[src/rtl/smb_lock_pkg.sv]
package smb_lock_pkg;
  typedef enum logic [1:0] {
    ST_OPEN    = 2'd0,
    ST_QUERIED = 2'd1,
    ST_LOCKED  = 2'd2
  } lockState_t;

  typedef struct packed {
    logic loadPresent;
    logic loadZero;
    logic loadLock;
    logic locked;
  } lockCtl_t;
endpackage

[src/rtl/smb_lock_ctrl.sv]
module smb_lock_ctrl
  import smb_lock_pkg::*;
#(
  parameter int unsigned      REG_W       = 8,
  parameter bit               FEATURE_EN  = 1'b1,
  parameter logic [REG_W-1:0] QUERY_VAL   = 8'hFF,
  parameter logic [REG_W-1:0] LOCK_MASK   = 8'h02
) (
  input  logic             clk,
  input  logic             rstN,
  input  logic             cfgWe,
  input  logic [REG_W-1:0] mergedVal,
  output lockCtl_t         ctl
);
  lockState_t state, stateNext;
  logic isQuery;
  logic hasLock;

  assign isQuery = (mergedVal == QUERY_VAL);
  assign hasLock = |(mergedVal & LOCK_MASK);

  generate
    if (FEATURE_EN) begin : g_on
      always_comb begin
        stateNext       = state;
        ctl.loadPresent = 1'b0;
        ctl.loadZero    = 1'b0;
        ctl.loadLock    = 1'b0;
        if (cfgWe) begin
          unique case (state)
            ST_OPEN: begin
              if (isQuery) begin
                ctl.loadPresent = 1'b1;
                stateNext       = ST_QUERIED;
              end else begin
                ctl.loadZero = 1'b1;
              end
            end
            ST_QUERIED: begin
              if (hasLock) begin
                ctl.loadLock = 1'b1;
                stateNext    = ST_LOCKED;
              end
            end
            default: ;
          endcase
        end
      end
    end else begin : g_off
      always_comb begin
        stateNext       = ST_OPEN;
        ctl.loadPresent = 1'b0;
        ctl.loadZero    = 1'b0;
        ctl.loadLock    = 1'b0;
      end
    end
  endgenerate

  assign ctl.locked = (state == ST_LOCKED);

  always_ff @(posedge clk or negedge rstN) begin
    if (!rstN) state <= ST_OPEN;
    else       state <= stateNext;
  end

  // the lock is one-way until reset
  a_r6_lock_holds: assert property (@(posedge clk) disable iff (!rstN)
    (state == ST_LOCKED) |=> (state == ST_LOCKED));

  // a non-query write in the open state leaves it open
  a_r3_open_discard: assert property (@(posedge clk) disable iff (!rstN)
    (state == ST_OPEN && cfgWe && !isQuery) |=> (state == ST_OPEN));

  // locking is only reached from the queried state
  a_r5_lock_after_query: assert property (@(posedge clk) disable iff (!rstN)
    $rose(ctl.locked) |-> ($past(state) == ST_QUERIED));
endmodule

[src/rtl/smb_lock_dp.sv]
module smb_lock_dp
  import smb_lock_pkg::*;
#(
  parameter int unsigned       REG_W        = 8,
  parameter int unsigned       ADDR_W       = 32,
  parameter int unsigned       DATA_W       = 32,
  parameter logic [REG_W-1:0]  PRESENT_VAL  = 8'h01,
  parameter logic [REG_W-1:0]  LOCK_MASK    = 8'h02,
  parameter logic [ADDR_W-1:0] REGION_BASE  = 32'h0003_0000,
  parameter logic [ADDR_W-1:0] REGION_BYTES = 32'h0002_0000
) (
  input  logic              clk,
  input  logic              rstN,
  input  logic              cfgWe,
  input  logic [REG_W-1:0]  cfgWdata,
  input  lockCtl_t          ctl,
  output logic [REG_W-1:0]  mergedVal,
  output logic [REG_W-1:0]  cfgRdata,
  input  logic              accValid,
  input  logic              accSmm,
  input  logic              accWrite,
  input  logic [ADDR_W-1:0] accAddr,
  output logic              ramSel,
  output logic              holeSel,
  output logic [DATA_W-1:0] holeRdata
);
  localparam logic [ADDR_W-1:0] REGION_LAST = REGION_BASE + REGION_BYTES - 1'b1;
  localparam logic [REG_W-1:0]  FULL_MASK   = {REG_W{1'b1}};

  logic [REG_W-1:0] regVal;
  logic [REG_W-1:0] wMask;
  logic             inRegion;
  logic             divert;

  assign mergedVal = (regVal & ~wMask) | (cfgWdata & wMask);
  assign cfgRdata  = regVal;

  always_ff @(posedge clk or negedge rstN) begin
    if (!rstN) begin
      regVal <= '0;
      wMask  <= FULL_MASK;
    end else if (cfgWe) begin
      if (ctl.loadPresent) begin
        regVal <= PRESENT_VAL;
        wMask  <= LOCK_MASK;
      end else if (ctl.loadLock) begin
        regVal <= LOCK_MASK;
        wMask  <= wMask & ~LOCK_MASK;
      end else if (ctl.loadZero) begin
        regVal <= '0;
      end
    end
  end

  assign inRegion  = (accAddr >= REGION_BASE) && (accAddr <= REGION_LAST);
  assign divert    = ctl.locked && inRegion && !accSmm;
  assign ramSel    = accValid && !divert;
  assign holeSel   = accValid && divert;
  assign holeRdata = (holeSel && !accWrite) ? {DATA_W{1'b1}} : '0;

  // an access goes to exactly one target
  a_r7_one_target: assert property (@(posedge clk) disable iff (!rstN)
    !(ramSel && holeSel));

  // system-management accesses always reach RAM
  a_r8_smm_reaches_ram: assert property (@(posedge clk) disable iff (!rstN)
    (accValid && accSmm) |-> ramSel);

  // the register only ever holds one of its three codes
  a_r1_legal_value: assert property (@(posedge clk) disable iff (!rstN)
    (regVal == '0) || (regVal == PRESENT_VAL) || (regVal == LOCK_MASK));

  // once the mask is empty the register cannot move
  a_r6_frozen: assert property (@(posedge clk) disable iff (!rstN)
    (wMask == '0) |=> $stable(regVal));
endmodule

[src/rtl/smb_lock.sv]
module smb_lock
  import smb_lock_pkg::*;
#(
  parameter bit               FEATURE_EN   = 1'b1,
  parameter int unsigned      REG_W        = 8,
  parameter int unsigned      ADDR_W       = 32,
  parameter int unsigned      DATA_W       = 32,
  parameter logic [REG_W-1:0] QUERY_VAL    = 8'hFF,
  parameter logic [REG_W-1:0] PRESENT_VAL  = 8'h01,
  parameter logic [REG_W-1:0] LOCK_MASK    = 8'h02,
  parameter logic [ADDR_W-1:0] REGION_BASE  = 32'h0003_0000,
  parameter logic [ADDR_W-1:0] REGION_BYTES = 32'h0002_0000
) (
  input  logic              clk,
  input  logic              rstN,
  input  logic              cfgWe,
  input  logic [REG_W-1:0]  cfgWdata,
  output logic [REG_W-1:0]  cfgRdata,
  input  logic              accValid,
  input  logic              accSmm,
  input  logic              accWrite,
  input  logic [ADDR_W-1:0] accAddr,
  output logic              ramSel,
  output logic              holeSel,
  output logic [DATA_W-1:0] holeRdata
);
  lockCtl_t         ctl;
  logic [REG_W-1:0] mergedVal;

  smb_lock_ctrl #(
    .REG_W(REG_W), .FEATURE_EN(FEATURE_EN),
    .QUERY_VAL(QUERY_VAL), .LOCK_MASK(LOCK_MASK)
  ) u_ctrl (
    .clk(clk), .rstN(rstN), .cfgWe(cfgWe), .mergedVal(mergedVal), .ctl(ctl)
  );

  smb_lock_dp #(
    .REG_W(REG_W), .ADDR_W(ADDR_W), .DATA_W(DATA_W),
    .PRESENT_VAL(PRESENT_VAL), .LOCK_MASK(LOCK_MASK),
    .REGION_BASE(REGION_BASE), .REGION_BYTES(REGION_BYTES)
  ) u_dp (
    .clk(clk), .rstN(rstN), .cfgWe(cfgWe), .cfgWdata(cfgWdata), .ctl(ctl),
    .mergedVal(mergedVal), .cfgRdata(cfgRdata),
    .accValid(accValid), .accSmm(accSmm), .accWrite(accWrite), .accAddr(accAddr),
    .ramSel(ramSel), .holeSel(holeSel), .holeRdata(holeRdata)
  );

  generate
    if (!FEATURE_EN) begin : g_off_chk
      // without the feature nothing is ever diverted
      a_r10_never_hole: assert property (@(posedge clk) disable iff (!rstN)
        !holeSel);
    end
  endgenerate
endmodule

[config.mk]
export PLATFORM = sky130hd
export DESIGN_NAME = smb_lock
export DESIGN_NICKNAME = d
export VERILOG_FILES = /design/src/rtl/smb_lock_pkg.sv /design/src/rtl/smb_lock_ctrl.sv /design/src/rtl/smb_lock_dp.sv /design/src/rtl/smb_lock.sv
export SDC_FILE = /design/constraint.sdc
export NUM_CORES = 1
export LEC_CHECK = 0
export ABC_AREA = 1
export BUFFER_PORTS_ARGS = -buffer_cell sky130_fd_sc_hd__buf_2
export CORE_MARGIN = 2
export CORE_UTILIZATION = 36
export DETAILED_ROUTE_END_ITERATION = 6
export GPL_ROUTABILITY_DRIVEN = 0
export MAX_ROUTING_LAYER = met4
export PLACE_DENSITY = 0.85
export SYNTH_ARGS = -nofsm -noshare
export SYNTH_HDL_FRONTEND = slang
export SYNTH_HIERARCHICAL = 1
export SYNTH_SLANG_ARGS = --single-unit
[constraint.sdc]
create_clock -name clk -period 4 [get_ports clk]
set_input_delay 0.8 -clock clk [delete_from_list [all_inputs] [get_ports clk]]
set_output_delay 0.8 -clock clk [all_outputs]
set_load 0.02 [all_outputs]
**Word level (Yosys, flattened, before mapping)**

Cells that the tools add are included.

- Bits in registers: 18
- Output and inout port bits: 42
- Logic and storage cells: 47

- Magnitude comparators: 2
- Eq/ne operators: 5
- Mux-type cells: 15
- Bitwise gates (word level): 4
- Reduce and logical (&&, ||, !) cells: 17

Operator list:

| cell | count |
|---|---|
| $ge A32 B18 Y1 const B | 1 |
| $le A32 B19 Y1 const B | 1 |
| $mux W32 | 1 |
| $mux W8 | 4 |
| $and A8 B8 Y8 | 2 |
| $eq A8 B8 Y1 const B | 1 |
| $mux W2 | 4 |
| $not A8 Y8 | 1 |
| $or A8 B8 Y8 | 1 |
| $logic_and A1 B1 Y1 | 6 |
| $reduce_and A2 Y1 | 3 |
| $mux W1 | 4 |
| $ne A2 B1 Y1 const B | 2 |
| $pmux W2 S2 | 1 |
| $reduce_and A4 Y1 | 1 |
| $reduce_bool A2 Y1 | 2 |
| $logic_not A1 Y1 | 3 |
| $mux W3 | 1 |
| $reduce_bool A3 Y1 | 1 |
| $eq A2 B1 Y1 const B | 1 |
| $eq A2 B2 Y1 const B | 1 |
| $logic_not A2 Y1 | 1 |

**Logic depth before layout (Yosys ltp)**

Gate-level depths: netlist of run 1.

- Depth after elaboration: 10
- Gate-level depth with buffers: 10
- Depth with buffers taken out: 9

**Modules after synthesis**

The synthesis of run 1 kept the hierarchy.

By module, submodules not included:

| module | instances | cells each | area each (um2) |
|---|---|---|---|
| smb_lock_dp | 1 | 94 | 613.1 |
| smb_lock_ctrl | 1 | 22 | 148.9 |

**Least setup slack after synthesis of run 1**

OpenSTA, ideal clock, no wires.

- Kind: input-to-output
- Start: in accAddr[28]
- End: out holeRdata[10]
- Data arrival time: 2.229 ns
- Setup slack: 0.971 ns
- Cell stages on the path: 6
- Buffers on the path: 1
- Cell sequence: nor2_1 -> nand2_1 -> nor2_2 -> nand4_2 -> nor2_2 -> buf_4

- Word-level cells in the longest chain between the ends: 7
- Elaborated cells on any way between the ends: 8

RTL lines:

| item | line | source |
|---|---|---|
| start: declaration | smb_lock.sv:22 | `input logic [ADDR_W-1:0] accAddr,` |
| $ge A32 B18 Y1 / $le A32 B19 Y1 (equally long branches) | smb_lock_dp.sv:55 | `assign inRegion = (accAddr >= REGION_BASE) && (accAddr <= REGION_LAST);` |
| $logic_and A1 B1 Y1 * | smb_lock_dp.sv:55 |  |
| $logic_and A1 B1 Y1 * (2 in series) | smb_lock_dp.sv:56 | `assign divert = ctl.locked && inRegion && !accSmm;` |
| $logic_and A1 B1 Y1 * | smb_lock_dp.sv:58 | `assign holeSel = accValid && divert;` |
| $logic_and A1 B1 Y1 * | smb_lock_dp.sv:59 | `assign holeRdata = (holeSel && !accWrite) ? {DATA_W{1'b1}} : '0;` |
| $mux W32 * | smb_lock_dp.sv:59 |  |
| end: declaration | smb_lock.sv:25 | `output logic [DATA_W-1:0] holeRdata` |

Mark *: on every way between the ends. The rest lies on a longest branch, timed or not.

**Worst setup path in the final report of run 1**

- Start: in accAddr[21]
- End: out holeRdata[7]

The elaborated chain is that of the path after synthesis.

==> results by group, run 1 <==
Final layout
  – Final core area utilization: 44.4%
  – Ratio of cells with drive above 1 in the final layout: 53.0%
  – Filler cells: 221
  – Fin nets: 199
  – Post-route cell area: 880 um^2
  – Footprint of the multi-input gates: 289 um^2
  – ANT cells: 0
  – Register area: 153 um^2
  – Area Overhead vs Synth: 15.4%

Timing
  – Clock skew: 7.34 ps
  – Slew HR: 50.0%
  – Final slew viol count: 0
  – Hold Vio Cnt, Final: 0
  – Unrepaired setup endpoints after global routing: false
  – Period utilisation layout: 74.6%
  – Tmin final: 2990 ps
  – Max Freq: 335 MHz
  – Final setup viols: 0
  – Hold WS: 372 ps
  – Setup TNS: 0 ps
  – Worst-margin pin slew: 749 ps

Yosys
  – Dominant cell type by area after synthesis: buf_4
  – Avg Synthesized Cell Area: 6.57 um^2
  – FFs w/ async S/R, synth: 100%
  – Synthesized netlist cell count: 116
  – Synth unique cells: 20
  – Complex-gate fraction of the synthesized area: 5.91%
  – Sequential share of the synthesized area: 20.0%
  – Post-synth top area share: 36.5%
  – Commonest cells post-synth: buf_4 (37), nand2_1 (24), inv_1 (13)
  – Main combinational cell family by area after synthesis: buffers and inverters
  – Post-Syn Area: 762 um^2
  – Synth top area cells: buf_4 (36%), dfrtp_1 (13%), nand2_1 (12%)
  – Mux cell area share after synthesis: 0%
  – Area share of fa/ha/maj cells after synthesis: 0%
  – Post-synth top flop: dfrtp_1
  – Seq cells post-synth: 6
  – Most frequent cell after synthesis: buf_4
  – Simple-gate share of the synthesized area: 29.1%
  – Synth warnings: 6
  – Post-synth EDFFs: 0
  – Post-synthesis xor/xnor area fraction: 0%

Global routing
  – Vias in the first global route: 566
  – Largest net degree at the start of global routing: 33
  – GR Util met3: 1.82%
  – Global route overflow: 0
  – Initial antenna violation count: 0
  – Global-route wire length before repair: 2170 um
  – GRT Util Overall: 11.6%
  – Met1 GRT Util: 11.4%
  – Met2 usage: 20.6%
  – Most Used Layer, Global Route: met2

Place
  – Port bufs: 65
  – Area after DPL: 857 um^2
  – DP HPWL: 1210 um

Die
  – Row Count: 16
  – Initial Util: 38.4%
  – I/O pins: 88
  – Width of the die: 50.0 um
  – Total die area: 2500 um^2
  – Die Ht: 50.0 um
  – Core area: 1980 um^2

Route
  – Iteration-0 DRC Markers: 10
  – DRT antenna net count: 0
  – WL final: 1450 um
  – Drt pass-1 iters: 4
  – Vias per cell: 4.04
  – Drt drc: 0
  – WL/cell: 8.15 um
  – Vias: 719

Critical path
  – Crit end category: primary output
  – Critical Path AT: 2190 ps
  – CP Data Required Time: 3200 ps
  – Worst setup SP type: input pin
  – Crit-path max FO: 32
  – Setup CP Type: input pin to primary output
  – Worst R2R Setup Slack: 2430 ps

Clock network
  – Clk slew on worst S/H paths: 50 ps
  – Clock buffer depth: 2
  – Cts repair resizes: 0
  – CTS Hold Bufs: 0
  – Post-CTS Setup Repair Bufs: 0
  – Num CTS Buffers: 3
  – CTS sink count: 6
  – Clk_lat worst skew: 250 ps
  – TritonCTS clock tree: yes
  – Root Buffer Master: clkbuf_4
  – CTS H-tree depth: 1

Power
  – P_leak: 0.611 nW
  – Logic pwr share: 18.4%
  – Switching portion of total power: 25.7%
  – Sequential share of power: 42.3%
  – Internal power: 0.107 mW
  – Power density cells: 164 nW/um^2
  – Maximum VDD drop: 134 uV
  – Share of total power in the clock network: 39.4%
  – Switch Pwr: 0.0371 mW

Status
  – Outcome: complete, no violations

Run
  – Max_cap viols: 0

Min path
  – Min-Delay Path Class: input pin to asynchronous set/reset pin
## per-layer routing
layer,vias to the layer above,wire length (um)
met5,-,0
met4,0,27
met3,4,191
met2,51,669
met1,285,561
li1,379,-
## cell usage in the layout (no fill, tap or decap), types with 2 or more instances in the layout
cell and count:
dfstp_2 2, inv_1 13, dfrtp_1 4, o21ai_0 4, inv_2 2, buf_2 65
nand3_1 5, nor2_2 5, conb_1 6, nor2_1 10, clkbuf_4 3, nand2_1 24
## cell type report
cell class	count	share of cell area (%)
timing repair buffer	65	37.0
multi-input combinational	62	32.9
sequential	6	17.4
inverter	15	6.40
tap	27	3.84
clock buffer	3	2.56
## kinds of logic after synthesis
logic type      Yosys count
buf+inv                  53
compound gates            8
flops                     6
simple gates             48
other cells               1
## critical path: stages
cell	delay [ps]
buf_2	90
nor2_1	90
nand2_1	70
nor2_2	110
nand4_2	120
nor2_2	590
buf_2	300
## state kept, by name, indices dropped and copies added, names as in the netlist
name and flops:
u_ctrl/state 2, u_dp/cfgRdata 2, u_dp/wMask 2
## worst paths after layout
kind | depth (start not counted) | startpoint | endpoint
max in group asynchronous | 1 | rstN | u_dp/wMask[1]
hold reg to reg | 2 | u_dp/wMask[1] | u_dp/wMask[1]
setup / recovery | 7 | accAddr[21] | holeRdata[7]
hold / removal | 1 | rstN | u_dp/cfgRdata[0]
setup reg to reg | 9 | u_dp/wMask[6] | u_dp/cfgRdata[0]
min in group clk | 2 | u_dp/wMask[1] | u_dp/wMask[1]
## power groups by stage
stage	Combinational (mW)	Sequential (mW)	Clock, mW
5_1_grt	0.0298	0.0609	0.0634
2_1_floorplan	0.0145	0.0618	0
3_5_place_dp	0.0266	0.0618	0
4_1_cts	0.0266	0.0609	0.0610
6_report	0.0265	0.0610	0.0567
3_3_place_gp	0.0261	0.0618	0
## through the flow
stage / setup slack [ps] / total power [mW] / std cells
5_1_grt: 792 / 0.154 / 178
3_5_place_dp: 969 / 0.0884 / 175
4_1_cts: 966 / 0.149 / 178
6_report: 1010 / 0.144 / 178
2_1_floorplan: 971 / 0.0764 / 121
3_3_place_gp: 1010 / 0.0879 / 175
Power figures use the tool's default switching activity.
==> inputs of run 2 (changes only) <==
Settings changed: ABC_AREA 1 to 0, CORE_UTILIZATION 36 to 33, PLACE_DENSITY 0.85 to 0.8.
Clock period 4 ns to 3 ns, I/O delays scaled along.
==> run 2 against run 1 <==
Net effect:
- die area is 5.1% higher
- power increased by 39%
- clock skew shrank 2.2 ps
- critical path type unchanged
- critical endpoint is now holeRdata[19]
- largest cell class unchanged
- largest power group is now the clock network
==> results by group, run 2 <==
Timing
  – Setup TNS: 0 ps (unchanged)
  – Unrepaired setup endpoints after global routing: false
  – Final setup viols: 0 (unchanged)
  – Hold WS: 164 ps (-208 ps)
  – Period utilisation layout: 83.2%
  – Tmin final: 2500 ps
  – Final slew viol count: 0 (unchanged)
  – Clock skew: 5.15 ps (-2.20 ps)
  – Hold Vio Cnt, Final: 0 (unchanged)
  – Max Freq: 400 MHz

Global routing
  – Largest net degree at the start of global routing: 33 (unchanged)
  – Global route overflow: 0 (unchanged)
  – GRT Util Overall: 12.1% (+0.50 points)
  – Vias in the first global route: 547 (-3.4%)
  – Initial antenna violation count: 0 (unchanged)
  – Global-route wire length before repair: 2270 um (+4.5%)

Clock network
  – Clk_lat worst skew: 250 ps (about the same)
  – TritonCTS clock tree: yes
  – Num CTS Buffers: 3 (unchanged)
  – Cts repair resizes: 0 (unchanged)
  – CTS H-tree depth: 1 (unchanged)
  – CTS sink count: 6 (unchanged)
  – Post-CTS Setup Repair Bufs: 0 (unchanged)
  – Clock buffer depth: 2 (unchanged)
  – Clk slew on worst S/H paths: 50 ps (about the same)
  – Root Buffer Master: clkbuf_4
  – CTS Hold Bufs: 0 (unchanged)

Power
  – Switch Pwr: 0.0523 mW (+41%)
  – Logic pwr share: 19.1% (+0.7 points)
  – Maximum VDD drop: 155 uV (+16%)
  – Switching portion of total power: 26.0% (+0.31 points)
  – Tot Pwr: 0.201 mW (+39%)
  – Share of total power in the clock network: 40.5% (+1.1 points)
  – P_leak: 0.527 nW (-14%)
  – Power density cells: 228 nW/um^2 (+39%)
  – Sequential share of power: 40.4% (-1.9 points)
  – Internal power: 0.149 mW (+39%)

Critical path
  – CP Data Required Time: 2400 ps (-800 ps)
  – R2R cell count: 7 (-2)
  – Setup CP Type: input pin to primary output
  – Crit-path max FO: 32 (unchanged)
  – Endpoint of the worst-slack reg-to-reg timing path: u_dp/cfgRdata[1]
  – Worst R2R Setup Slack: 1120 ps (-1310 ps)
  – Worst r2r src: u_dp/wMask[6]
  – Worst setup SP type: input pin
  – Crit end category: primary output
  – Critical Path AT: 1900 ps (-290 ps)

Yosys
  – Post-synth top flop: dfrtp_1
  – Sequential share of the synthesized area: 20.7% (+0.68 points)
  – Post-Syn Area: 737 um^2 (-3.3%)
  – FFs w/ async S/R, synth: 100% (unchanged)
  – Synth unique cells: 27 (+35%)
  – Post-synth top area share: 37.7% (+1.2 points)
  – Most frequent cell after synthesis: buf_4
  – Commonest cells post-synth: buf_4 (37), and2_1 (6), dfrtp_1 (4), nand2_1 (4)
  – Avg Synthesized Cell Area: 8.67 um^2 (+32%)
  – Synth top area cells: buf_4 (38%), dfrtp_1 (14%), dfstp_2 (7.1%)
  – Seq cells post-synth: 6 (unchanged)
  – Post-synth EDFFs: 0 (unchanged)
  – Synthesized netlist cell count: 85 (-27%)
  – Dominant cell type by area after synthesis: buf_4
  – Synth warnings: 6 (unchanged)

Route
  – Drt pass-1 iters: 4 (unchanged)
  – WL final: 1480 um (+1.9%)
  – Vias per cell: 4.35 (+7.7%)
  – Vias: 657 (-8.6%)
  – WL/cell: 9.79 um (+20%)
  – Drt drc: 0 (unchanged)
  – Iteration-0 DRC Markers: 6 (-4)
  – DRT antenna net count: 0 (unchanged)

Final layout
  – Ratio of cells with drive above 1 in the final layout: 65.9% (+13 points)
  – Fin nets: 170 (-15%)
  – Commonest non-fill, non-tap cells in the layout: buf_2 (65), and2_1 (6), conb_1 (6)
  – Register area: 153 um^2 (unchanged)
  – ANT cells: 0 (unchanged)
  – Footprint of the multi-input gates: 327 um^2 (+13%)
  – Final core area utilization: 40.6% (-3.8 points)
  – Area Overhead vs Synth: 19.5%
  – Filler cells: 235 (+6.3%)
  – Commonest non-fill, non-tap cell in the layout: buf_2

Die
  – Die Ht: 51.3 um (+2.5%)
  – Width of the die: 51.3 um (+2.5%)
  – Row Count: 17 (+1)
  – Total die area: 2630 um^2 (+5.1%)
  – Initial Util: 34.0% (-4.5 points)
  – Core area: 2170 um^2 (+9.5%)
  – I/O pins: 88 (unchanged)

Run
  – Max_cap viols: 0 (unchanged)

Place
  – Port bufs: 65 (unchanged)
  – DP HPWL: 1270 um (+5.4%)

Min path
  – Min-Delay Path Class: input pin to asynchronous set/reset pin

Status
  – Outcome: complete, no violations
[run 2: changes by cell type after synthesis, moves of 2 or more]
cell     delta
nand3_1     -5
and2_1      +5
a22o_1      +2
nor2_2      -4
nand2_1    -20
nor2_1     -10
inv_2       -2
mux2_2      +2
nor4_2      +2
nor3b_1     +3
nand4_1     +2
inv_1      -11
nor3_1      +2
[run 2: through the flow]
| step | instances | area (um^2) | setup WS, ps |
|---|---|---|---|
| floorplan | 90 | 764 | 11.1 |
| global route | 151 | 881 | 349 |
| global placement | 147 | 855 | 553 |
| finish | 151 | 881 | 503 |
| CTS | 151 | 881 | 477 |
| detailed placement | 147 | 855 | 486 |
[run 2: routing by layer]
layer | part of all wire, % | up-vias | GRT usage, %
met1 | 35 | 283 | 11.3
met3 | 14 | 6 | 3.22
li1 | - | 317 | -
met4 | 2.2 | 0 | 11.0
met5 | 0 | - | -
met2 | 48 | 51 | 20.3
[run 2: kinds of logic after synthesis]
group / Yosys count / share of synthesized area, %
and+or+nand+nor: 28 / 27.7
muxes: 2 / 3.06
other: 1 / 0.509
DFF: 6 / 20.7
AOI/OAI and AO/OA: 9 / 9.34
buffers and inverters: 39 / 38.7
[run 2: area by class of cell]
cell class	instances	area share, %
inverter	2	0.852
sequential	6	17.3
tap	28	3.98
clock buffer	4	2.98
multi-input combinational	45	37.1
timing repair buffer	66	37.8
[run 2: worst max-delay path by stage]
stage	endpoint	cells past startpoint	from	slack, ps
after floorplan	holeRdata[10]	4	accAddr[23]	10
after global placement	holeRdata[12]	6	accAddr[23]	550
after detailed placement	holeRdata[19]	6	accAddr[23]	490
after CTS	holeRdata[19]	6	accAddr[23]	480
after global routing	holeRdata[28]	6	u_ctrl/state[0]	350
final	holeRdata[19]	6	accAddr[23]	500
[run 2: power by group through the flow]
| stage | Combinational (mW) | Clock [mW] | Sequential (mW) |
|---|---|---|---|
| after floorplan | 0.0191 | 0 | 0.0825 |
| after global placement | 0.0365 | 0 | 0.0824 |
| after CTS | 0.0385 | 0.0864 | 0.0813 |
| after detailed placement | 0.0383 | 0 | 0.0824 |
| after global routing | 0.0419 | 0.0933 | 0.0811 |
| final | 0.0383 | 0.0815 | 0.0813 |
[run 2: critical path, stage by stage]
cell and delay, ps:
buf_2 110, nor4_2 310, o211ai_2 180, nor4_4 220, buf_4 270, buf_2 200
==> inputs of run 3 (changes only) <==
Settings changed: CORE_UTILIZATION 33 to 29, PLACE_DENSITY 0.8 to 0.74.
Clock period 3 ns to 2.2 ns, I/O delays scaled along.
==> run 3 against run 2 <==
Net effect:
- non-clock buffer count is 7 higher
- critical path type unchanged
- power is 36% higher
- critical path depth is 1 higher
- cell count increased by 6.0%
- combinational power grew 42%
- routed wire length up 25%
- clock skew is 0.97 ps higher
- sequential share of layout area fell by 4.4 points
- flip-flop and latch count is the same
- clock power rose by 34%
- clock-buffer cell count unchanged
- setup slack got worse by 490 ps
==> results by group, run 3 (synthesis results as in run 2) <==
Critical path
  – Crit path buffers/inverters: 4 (+1)
  – CP top delay family: simple AND/OR/NAND/NOR gates
  – Setup CP Type: input pin to primary output
  – Crit-path max FO: 8 (-75%)
  – Crit end category: primary output
  – Critical Path AT: 1750 ps (-150 ps)
  – Worst setup SP type: input pin
  – Crit-path max cell delay: 340 ps (+30 ps)
  – Most frequent cell on the critical path: buf_6
  – CP max stage cell: nor4_1
  – CP Data Required Time: 1760 ps (-640 ps)
  – Crit path cell chain: buf_2, nor4_1, nand2_2, nor4_4, buf_6, clkbuf_16, buf_6

Place
  – Area after DPL: 878 um^2 (+2.8%)
  – Port bufs: 65 (unchanged)
  – Placed insts: 149 (+1.4%)
  – Worst slack at placement: 64.3 ps (-422 ps)
  – DP HPWL: 1270 um (+0.23%)

Route
  – Iteration-0 DRC Markers: 7 (+1)
  – Vias per cell: 4.46 (+2.6%)
  – Drt drc: 0 (unchanged)
  – WL/cell: 11.5 um (+18%)
  – Vias: 714 (+8.7%)
  – Drt pass-1 iters: 4 (unchanged)
  – WL final: 1840 um (+25%)
  – DRT antenna net count: 0 (unchanged)

Die
  – Initial Util: 30.3% (-3.7 points)
  – Row Count: 18 (+1)
  – I/O pins: 88 (unchanged)
  – Width of the die: 54.4 um (+6.2%)
  – Die Ht: 54.4 um (+6.2%)
  – Core area: 2430 um^2 (+12%)
  – Total die area: 2960 um^2 (+13%)

Global routing
  – Initial antenna violation count: 0 (unchanged)
  – Global route overflow: 0 (unchanged)
  – GRT Util Overall: 10.2% (-2.0 points)
  – Global-route wire length before repair: 2190 um (-3.7%)
  – Largest net degree at the start of global routing: 33 (unchanged)
  – Vias in the first global route: 580 (+6.0%)

Power
  – Maximum VDD drop: 245 uV (+58%)
  – P_leak: 0.592 nW (+13%)
  – Power density cells: 233 nW/um^2 (+2.2%)

Timing
  – Final worst slack: 8.83 ps (-494 ps)
  – Tmin final: 2190 ps
  – Hold Vio Cnt, Final: 0 (unchanged)
  – Final setup viols: 0 (unchanged)
  – Clock skew: 6.12 ps (+0.972 ps)
  – Hold WS: 12.4 ps (-152 ps)
  – Setup TNS: 0 ps (unchanged)
  – Final slew viol count: 0 (unchanged)
  – Period utilisation layout: 99.6%
  – Unrepaired setup endpoints after global routing: true
  – Max Freq: 456 MHz

Clock network
  – CTS sink count: 6 (unchanged)
  – CTS H-tree depth: 1 (unchanged)
  – Clock buffer depth: 2 (unchanged)
  – TritonCTS clock tree: yes
  – Root Buffer Master: clkbuf_4
  – Clk slew on worst S/H paths: 50 ps (about the same)
  – Num CTS Buffers: 3 (unchanged)
  – Clk_lat worst skew: 240 ps (about the same)
  – CTS Hold Bufs: 0 (unchanged)

Final layout
  – Commonest non-fill, non-tap cell in the layout: buf_2
  – Area Overhead vs Synth: 59.6%
  – Filler cells: 226 (-3.8%)
  – Commonest non-fill, non-tap cells in the layout: buf_2 (33), buf_6 (19), buf_4 (15)
  – Layout Cells excl Fill: 160 (+6.0%)
  – Ratio of cells with drive above 1 in the final layout: 70.0% (+4.1 points)
  – Post-route cell area: 1180 um^2 (+34%)
  – Fin nets: 177 (+4.1%)
  – ANT cells: 0 (unchanged)

Min path
  – Min-Delay Path Class: input pin to asynchronous set/reset pin

Run
  – Max_cap viols: 0 (unchanged)

Status
  – Outcome: complete, no violations
==> run 3: cell count changes in the layout (fill, tap and decap cells not counted), moves of 2 or more <==
cell / change
buf_2: -32
buf_4: +14
buf_6: +19
buf_8: +3
clkbuf_16: +2
==> run 3: worst paths after layout <==
kind	startpoint	end	slack, ps	cells past startpoint
setup reg to reg	u_dp/wMask[6]	u_dp/cfgRdata[1]	280	7
max in group asynchronous	rstN	u_dp/wMask[1]	1960	1
hold reg to reg	u_dp/cfgRdata[1]	u_dp/cfgRdata[1]	500	2
hold / removal	rstN	u_dp/cfgRdata[1]	10	1
setup / recovery	accAddr[31]	holeRdata[22]	9	7
min in group clk	cfgWe	u_dp/wMask[6]	490	2
==> run 3: metal layers <==
layer  track usage [%]  up-vias  routed length [um]
li1                  -      337                   -
met1              9.11      324                 587
met2              20.7       53                1010
met3              1.64        0                 246
met4              4.17        0                   0
met5                 -        -                   0
==> run 3: cell type report <==
class,instances,area [um^2],area share (%)
tap,30,37.5,3.19
timing repair buffer,73,607,51.6
inverter,2,7.51,0.638
multi-input combinational,45,345,29.4
clock buffer,4,26.3,2.23
sequential,6,153,13.0
==> run 3: repair_timing <==
item | in CTS | in global routing
endpoints found under the setup margin | 0 | 32
setup buffers | 0 | 4
gates resized for setup | 0 | 62
==> run 3: power breakdown <==
part | total, mW | internal (mW) | switching, mW | leakage (nW)
Combinational | 0.0542 | 0.0235 | 0.0308 | 0.506
Clock | 0.109 | 0.0687 | 0.0405 | 0.0150
Sequential | 0.111 | 0.111 | 0 | 0.0713
==> run 3: stage by stage <==
stage          power [mW]  util, %
4_1_cts             0.280     37.2
6_report            0.274     48.4
3_5_place_dp        0.166     36.1
2_1_floorplan       0.139        -
3_3_place_gp        0.164     36.1
5_1_grt             0.293     48.4
